===== src/rtl/phyreg_pkg.sv =====
package phyreg_pkg;

    localparam int ADDR_W     = 6;
    localparam int DATA_W     = 32;
    localparam int HALF_W     = DATA_W / 2;
    localparam int NUM_CTRL   = 7;
    localparam int NUM_AUX    = NUM_CTRL - 2;
    localparam int AUX_W      = NUM_AUX * HALF_W;
    localparam int TAP_IDX    = 0;
    localparam int PWR_IDX    = NUM_CTRL - 1;
    localparam logic [ADDR_W-1:0] STATUS_OFS = ADDR_W'(6'h20);

    typedef enum logic [1:0] {
        FRQ_200 = 2'd0,
        FRQ_50  = 2'd1,
        FRQ_100 = 2'd2,
        FRQ_150 = 2'd3
    } freq_band_e;

    typedef struct packed {
        freq_band_e  band;
        logic        otap_en;
        logic [3:0]  otap_sel;
        logic        itap_win;
        logic [4:0]  itap_sel;
        logic        itap_en;
    } tap_cfg_t;

    typedef struct packed {
        logic [3:0]  trim;
        logic        rtrim_en;
        logic        retrim;
        logic [2:0]  drive;
        logic [1:0]  reten;
        logic        dll_en;
        logic        pwr_up;
    } pwr_cfg_t;

    typedef struct packed {
        logic        cal_done;
        logic        dll_rdy;
        logic [3:0]  rtrim;
        logic        ext_res;
    } phy_stat_t;

    localparam int TAP_W  = $bits(tap_cfg_t);
    localparam int PWR_W  = $bits(pwr_cfg_t);
    localparam int STAT_W = $bits(phy_stat_t);

    typedef logic [HALF_W-1:0] ctrl_word_t;

    function automatic ctrl_word_t masked_merge(input ctrl_word_t old,
                                                input logic [DATA_W-1:0] wd);
        ctrl_word_t en;
        en = wd[DATA_W-1:HALF_W];
        return (old & ~en) | (wd[HALF_W-1:0] & en);
    endfunction

    function automatic logic [ADDR_W-1:0] word_offset(input int idx);
        return ADDR_W'(idx * 4);
    endfunction

    function automatic tap_cfg_t to_tap(input ctrl_word_t w);
        return tap_cfg_t'(w[TAP_W-1:0]);
    endfunction

    function automatic pwr_cfg_t to_pwr(input ctrl_word_t w);
        return pwr_cfg_t'(w[PWR_W-1:0]);
    endfunction

endpackage


===== src/rtl/phyreg_decode.sv =====
module phyreg_decode
    import phyreg_pkg::*;
#(
    parameter int N_WORDS = NUM_CTRL
) (
    input  logic [ADDR_W-1:0]  addr,
    output logic [N_WORDS-1:0] ctrl_hit,
    output logic               stat_hit
);

    for (genvar i = 0; i < N_WORDS; i++) begin : g_hit
        assign ctrl_hit[i] = (addr == word_offset(i));
    end

    assign stat_hit = (addr == STATUS_OFS);

endmodule


===== src/rtl/phyreg_word.sv =====
module phyreg_word
    import phyreg_pkg::*;
#(
    parameter ctrl_word_t RESET_VAL = '0
) (
    input  logic              clk,
    input  logic              rst,
    input  logic              we,
    input  logic [DATA_W-1:0] wdata,
    output ctrl_word_t        q
);

    always_ff @(posedge clk) begin
        if (rst) begin
            q <= RESET_VAL;
        end else if (we) begin
            q <= masked_merge(q, wdata);
        end
    end

endmodule


===== src/rtl/phyreg_rdmux.sv =====
module phyreg_rdmux
    import phyreg_pkg::*;
#(
    parameter int N_WORDS = NUM_CTRL
) (
    input  logic                        clk,
    input  logic                        rst,
    input  logic                        rd,
    input  logic [N_WORDS-1:0]          ctrl_hit,
    input  logic                        stat_hit,
    input  ctrl_word_t [N_WORDS-1:0]    words,
    input  phy_stat_t                   stat,
    output logic [DATA_W-1:0]           rdata,
    output logic                        rvalid
);

    logic [DATA_W-1:0] sel_data;

    always_comb begin
        sel_data = '0;
        for (int i = 0; i < N_WORDS; i++) begin
            if (ctrl_hit[i]) begin
                sel_data[HALF_W-1:0] = sel_data[HALF_W-1:0] | words[i];
            end
        end
        if (stat_hit) begin
            sel_data[STAT_W-1:0] = sel_data[STAT_W-1:0] | stat;
        end
    end

    always_ff @(posedge clk) begin
        if (rst) begin
            rdata  <= '0;
            rvalid <= 1'b0;
        end else begin
            rvalid <= rd;
            if (rd) begin
                rdata <= sel_data;
            end
        end
    end

endmodule


===== src/rtl/phy_ctrl_regbank.sv =====
module phy_ctrl_regbank
    import phyreg_pkg::*;
(
    input  logic                  clk,
    input  logic                  rst,
    input  logic [ADDR_W-1:0]     bus_addr,
    input  logic                  bus_wr,
    input  logic                  bus_rd,
    input  logic [DATA_W-1:0]     bus_wdata,
    output logic [DATA_W-1:0]     bus_rdata,
    output logic                  bus_rvalid,
    input  logic                  cal_done,
    input  logic                  dll_ready,
    input  logic [3:0]            rtrim_val,
    input  logic                  ext_res,
    output logic [1:0]            freq_sel,
    output logic                  otap_en,
    output logic [3:0]            otap_sel,
    output logic                  itap_win,
    output logic [4:0]            itap_sel,
    output logic                  itap_en,
    output logic [3:0]            dll_trim,
    output logic                  rtrim_en,
    output logic                  retrim,
    output logic [2:0]            drive_type,
    output logic [1:0]            retention,
    output logic                  dll_enable,
    output logic                  phy_power_up,
    output logic [AUX_W-1:0]      aux_ctrl
);

    logic [NUM_CTRL-1:0]        ctrl_hit;
    logic                       stat_hit;
    ctrl_word_t [NUM_CTRL-1:0]  words;
    phy_stat_t                  stat;
    tap_cfg_t                   tap;
    pwr_cfg_t                   pwr;

    phyreg_decode #(.N_WORDS(NUM_CTRL)) u_dec (
        .addr     (bus_addr),
        .ctrl_hit (ctrl_hit),
        .stat_hit (stat_hit)
    );

    for (genvar i = 0; i < NUM_CTRL; i++) begin : g_word
        phyreg_word #(.RESET_VAL('0)) u_word (
            .clk   (clk),
            .rst   (rst),
            .we    (bus_wr && ctrl_hit[i]),
            .wdata (bus_wdata),
            .q     (words[i])
        );
    end

    assign stat = '{cal_done: cal_done, dll_rdy: dll_ready,
                    rtrim: rtrim_val, ext_res: ext_res};

    phyreg_rdmux #(.N_WORDS(NUM_CTRL)) u_rd (
        .clk      (clk),
        .rst      (rst),
        .rd       (bus_rd),
        .ctrl_hit (ctrl_hit),
        .stat_hit (stat_hit),
        .words    (words),
        .stat     (stat),
        .rdata    (bus_rdata),
        .rvalid   (bus_rvalid)
    );

    assign tap = to_tap(words[TAP_IDX]);
    assign pwr = to_pwr(words[PWR_IDX]);

    assign freq_sel     = tap.band;
    assign otap_en      = tap.otap_en;
    assign otap_sel     = tap.otap_sel;
    assign itap_win     = tap.itap_win;
    assign itap_sel     = tap.itap_sel;
    assign itap_en      = tap.itap_en;

    assign dll_trim     = pwr.trim;
    assign rtrim_en     = pwr.rtrim_en;
    assign retrim       = pwr.retrim;
    assign drive_type   = pwr.drive;
    assign retention    = pwr.reten;
    assign dll_enable   = pwr.dll_en;
    assign phy_power_up = pwr.pwr_up;

    for (genvar k = 0; k < NUM_AUX; k++) begin : g_aux
        assign aux_ctrl[k*HALF_W +: HALF_W] = words[k+1];
    end

endmodule


===== config.mk =====
export PLATFORM = sky130hd
export DESIGN_NAME = phy_ctrl_regbank
export DESIGN_NICKNAME = d
export VERILOG_FILES = /design/src/rtl/phyreg_pkg.sv /design/src/rtl/phyreg_decode.sv /design/src/rtl/phyreg_word.sv /design/src/rtl/phyreg_rdmux.sv /design/src/rtl/phy_ctrl_regbank.sv
export SDC_FILE = /design/constraint.sdc
export NUM_CORES = 1
export LEC_CHECK = 0
export BUFFER_PORTS_ARGS = -buffer_cell sky130_fd_sc_hd__buf_4
export CORE_MARGIN = 8
export CORE_UTILIZATION = 55
export CTS_CLUSTER_DIAMETER = 150
export CTS_CLUSTER_SIZE = 8
export DETAILED_ROUTE_END_ITERATION = 7
export PLACE_DENSITY_LB_ADDON = 0.25
export SETUP_SLACK_MARGIN = 0.05
export SYNTH_ARGS = -nofsm -noshare
export SYNTH_HDL_FRONTEND = slang
export SYNTH_SLANG_ARGS = --single-unit

===== constraint.sdc =====
create_clock -name clk -period 2.95 [get_ports clk]
set_input_delay 0.1475 -clock clk [delete_from_list [all_inputs] [get_ports clk]]
set_output_delay 0.1475 -clock clk [all_outputs]
set_load 0.1 [all_outputs]

==> After elaboration in Yosys (flattened, before gate mapping) <==
Cells that the tools add are included.
{ "totals": {"regBits": 129, "mem_count": 0, "ram_bits": 0, "inputBits": 49, "output_inout_bits": 140, "wordCells": 55, "mem_bits_ro": 0, "latch_bits": 0} }
{ "classes": {"multipliers": 0, "shift": 0, "bitwise_logic": 23, "mux": 8, "eq_ne": 7, "div": 0, "n_reduce_logical": 8, "addsub": 0, "order_cmp": 0} }
{ "op_table": {"columns": ["operator", "count"], "rows": [
  ["$or 16x16->16", 13],
  ["$and 16x16->16", 8],
  ["$mux 16", 7],
  ["$eq 6x5->1 const B", 3],
  ["$not 16->16", 1],
  ["$eq 6x4->1 const B", 2],
  ["$logic_and 1x1->1", 7],
  ["$mux 7", 1],
  ["$or 7x7->7", 1],
  ["$eq 6x3->1 const B", 1],
  ["$eq 6x6->1 const B", 1],
  ["$logic_not 6->1", 1]
]} }

==> Logic depth before layout (Yosys ltp) <==
{ "depth": {"depth_word": 16, "ltp_mapped": 8, "mapped_depth_nobuf": 4} }

==> Hierarchy <==
Synthesis repeated with hierarchy kept, for this count alone.
{ "unflattened": {"hier_cells": 658, "area_unflattened_um2": 6434.9} }
{ "by_module_without_submodules": {"columns": ["module", "area_per_inst_um2", "n_inst", "seq_area_each_um2", "cells_each"], "rows": [
  ["phyreg_word", 710.7, 7, 320.3, 69],
  ["phyreg_rdmux", 1316.3, 1, 340.3, 154],
  ["phyreg_decode", 100.1, 1, 0.0, 14],
  ["phy_ctrl_regbank", 43.8, 1, 0.0, 7]
]} }

==> Worst setup path after synthesis <==
OpenSTA, ideal clock, no wires.
{ "synth_timing": {"path_type": "register to register", "from": "register (tool-made name)", "to": "register u_rd.rdata[7]", "path_slack_ns": 1.328, "t_arrival_ns": 1.537, "period_less_slack_ns": 1.622, "n_path_buf": 0, "path_stages_with_launch": 5, "required_ns": 2.864, "setup_ns": 0.086, "cell_sequence": "dfxtp_1 > mux2i_1 > nor3_1 > a221oi_1 > a211oi_1"} }
{ "synth_lines": {"columns": ["item", "line_no", "rtl"], "rows": [
  ["to (signal assigned)", "phyreg_rdmux.sv:38", "rdata <= sel_data;"],
  ["to (decl)", "phyreg_rdmux.sv:13", "output logic [DATA_W-1:0] rdata,"]
]} }

==> Worst setup path after layout <==
{ "layout_timing": {"from": "input port bus_addr[5]", "to": "register u_rd.rdata[10]"} }
{ "layout_between": {"elab_chain_cells": 14, "word_cells_on_any_way": 20, "classes_between": "6 x eq/ne; 7 x mux; 6 x bitwise; 1 x reduce/logical"} }
{ "layout_lines": {"columns": ["item", "line_no", "rtl"], "rows": [
  ["from (decl)", "phy_ctrl_regbank.sv:6", "input logic [ADDR_W-1:0] bus_addr,"],
  ["$logic_not 6->1", "phyreg_decode.sv:12", "assign ctrl_hit[i] = (addr == word_offset(i));"],
  ["$mux 16", "phyreg_rdmux.sv:22", "if (ctrl_hit[i]) begin"],
  ["$or 16x16->16", "phyreg_rdmux.sv:23", "sel_data[HALF_W-1:0] = sel_data[HALF_W-1:0] | words[i];"],
  ["$mux 16", "phyreg_rdmux.sv:22", null],
  ["$or 16x16->16", "phyreg_rdmux.sv:23", null],
  ["$mux 16", "phyreg_rdmux.sv:22", null],
  ["$or 16x16->16", "phyreg_rdmux.sv:23", null],
  ["$mux 16", "phyreg_rdmux.sv:22", null],
  ["$or 16x16->16", "phyreg_rdmux.sv:23", null],
  ["$mux 16", "phyreg_rdmux.sv:22", null],
  ["$or 16x16->16", "phyreg_rdmux.sv:23", null],
  ["$mux 16", "phyreg_rdmux.sv:22", null],
  ["$or 16x16->16", "phyreg_rdmux.sv:23", null],
  ["$mux 16 (*)", "phyreg_rdmux.sv:22", null]
]} }
Every way passes the cells marked *; elsewhere a longest branch is shown, timed or not.
A chain may end at the register's enable or synchronous reset.

==> results.md <==
* Post-route DRC at 0
* Placed Cells at 1003
* FFs w/ async S/R, synth at 0%
* Clock root cell: clkbuf_16
* Post-synth EDFFs at 0
* Mux share of post-synthesis cell area at 16.8%
* Most common cell after layout, fill and taps aside: buf_4
* Layout cells sized above 1 at 28.7%
* Buf+Inv Stages, Crit Path at 1
* Pin count of the biggest net entering global routing at 95
* Final worst-path setup slack at 931 ps
* Hold crit path type: in2reg
* Placement Cell Area at 7640 um2
* Worst path cell trace: buf_4 -> or4_1 -> nor2_8 -> a221oi_1 -> a211oi_1
* VDD IR-drop max at 279 uV
* GRT overflow at 0
* Final Cycle Share at 68.4%
* Crit path required time at 3270 ps
* CP max FO at 32
* Final WL at 21600 um
* Top FF cell, synth: dfxtp_1
* Yosys warns at 0
* Clock skew at 8.30 ps
* Tmin final at 2020 ps
* Average wire per standard cell at 20.8 um
* Net switching share of the total power at 25.8%
* RSZ-0062 raised after global routing: no
* Status: finished clean
* LEAKAGE at 0.00370 uW
* CP max stage delay at 960 ps
* Setup violations, final at 0
* Net count, final at 924
* Sequential-to-total area share from yosys stat at 39.1%
* Internal at 3460 uW
* Routed vias at 6432
* Syn avg cell area at 8.61 um2
* Simple-Gate Fraction of Synth Area at 20.9%
* Post-CTS resize count at 0
* I/O Pins at 189
* Top area cells in the synthesized netlist: dfxtp_1, mux2i_1, nand3_1, nor2_1, buf_4
* Clock Tree Buf Depth at 2
* Critical Path AT at 2340 ps
* Commonest cells after routing, fill and taps aside: buf_4, dfxtp_1, mux2i_1, nor2_1, nand3_1
* Num rows at 40
* Initial antenna violation count at 0
* Combinational Power Share at 11.4%
* CTS tree: yes
* Die Wd at 126 um
* Number of global-route vias before repair at 6515
* Core box area at 11900 um2
* Max_cap viols at 0
* Initial core utilization at 55.7%
* Num Clock Sinks at 129
* Final Max Slew Viols at 0
* Post-Synth Adder-Cell Area at 0%
* CTS Buf Count at 17
* Routability cong. at 0.902
* Htree depth at 4
* Clk slew on worst S/H paths at 60 ps
* Max Fclk at 0.495 GHz
* Sw power at 1210 uW
* Pwr Density at 561 nW/um2
* Crit path kind: in2reg
* Design area at 8310 um2
* Hold Buf Count CTS at 0
* Post-route ant nets at 0
* Startpoint Class: input pin
* CP top delay family: simple AND/OR/NAND/NOR gates
* CP Capture Type: flop
* Fin. Hold Viols at 0
* First-iteration detailed-routing DRC count at 894
* Synth Register Bits at 129
* Cell taking the most area after synthesis: dfxtp_1
* Pre-antenna DRT Iters at 6
* Placement Setup Slack at 585 ps
* Max_slew headroom at 34.4%
* Post-synth top area share at 39.1%
* PortBufs at 172
* Synthesis-to-finish area growth at 25.8%
* Sequential power share at 37.9%
* XOR/XNOR Fraction of Synth Area at 0%
* Synth Cell Area at 6610 um2
* Post-CTS Setup Bufs at 0
* Cell variety after synth at 41
* Slew @ Worst Pin at 984 ps
* Setup tns final at 0 ps
* First-pass GRT wire length at 33800 um
* DR vias/cell at 6.21
* Clock network power share at 50.7%
* Tot Pwr at 4660 uW
* Worst skew pair latency at 420 ps
* Die ar. at 15800 um2
* Compound-Gate Fraction of Synth Area at 13.6%
* Chip height at 126 um
* Largest family of logic cells by synthesized area: simple AND/OR/NAND/NOR gates
* Gr usage total at 26.4%
* DP HPWL at 14600 um
* Crit-path slowest cell: or4_1
* Inserted Diodes at 0
* Layout Cells excl Fill at 1035
* Cells after Synth at 767
[final timing paths]
check / slack [ps] / depth (start not counted) / to / startpoint
worst min register to register: 480 / 2 / flop / flop
worst max register to register: 1670 / 3 / u_rd.rdata[11]$_SDFFE_PP0P_ / flop
worst min-delay path: 30 / 3 / flop / bus_wdata[14]
worst max-delay path: 930 / 5 / u_rd.rdata[10]$_SDFFE_PP0P_ / bus_addr[5]
[routing by layer]
layer / share of wire (%) / wire length, um / GRT usage [%]
met1: 39 / 8470 / 32.0
met2: 48 / 10400 / 43.1
met3: 9.9 / 2140 / 6.76
met4: 2.8 / 609 / 12.0
met5: 0 / 0 / 0
[Yosys cell counts (10+ instances only)]
cell,count
nand2_1,37
nor3_2,11
dfxtp_1,129
a31oi_1,11
buf_4,39
nor3_1,10
o21bai_1,10
a21oi_1,39
a22oi_1,11
nand4_1,16
nand3_1,81
mux2_2,16
o21ai_0,32
mux2i_1,93
nor2_1,89
clkbuf_1,49
a221oi_1,14
and2_0,11
buf_2,13
[cells by family after synthesis]
| family | Yosys count |
|---|---|
| compound gates | 140 |
| simple gates | 276 |
| flops | 129 |
| other cells | 1 |
| buf+inv | 112 |
| mux | 109 |
[layout make-up]
| type | count | area [um2] |
|---|---|---|
| Multi-Input combinational cell | 541 | 3470 |
| Fill cell | 933 | 3550 |
| Tap cell | 147 | 184 |
| Clock inverter | 14 | 238 |
| Timing Repair Buffer | 185 | 1400 |
| Sequential cell | 129 | 2580 |
| Clock buffer | 18 | 429 |
| Inverter | 1 | 3.75 |
[metrics by stage]
| stage | hold slack [ps] | utilization [%] |
|---|---|---|
| detailed placement | 446 | 64.5 |
| CTS | 23.3 | 70.1 |
| finish | 30.4 | 70.1 |
| floorplan | 291 | - |
| global route | 34.7 | 70.1 |
| global placement | 435 | 64.5 |
[worst min-delay path, stage by stage]
cell	delay, ps
buf_4	120
mux2i_1	70
nor2_1	70
[power groups by stage]
stage	sequential [uW]	combinational [uW]	clock [uW]
after floorplan	1900	286	0
after global placement	1810	515	0
after detailed placement	1810	521	0
after CTS	1770	524	2370
after global routing	1770	552	2450
final	1770	533	2360
No activity file was read; power rests on OpenSTA's default activity.
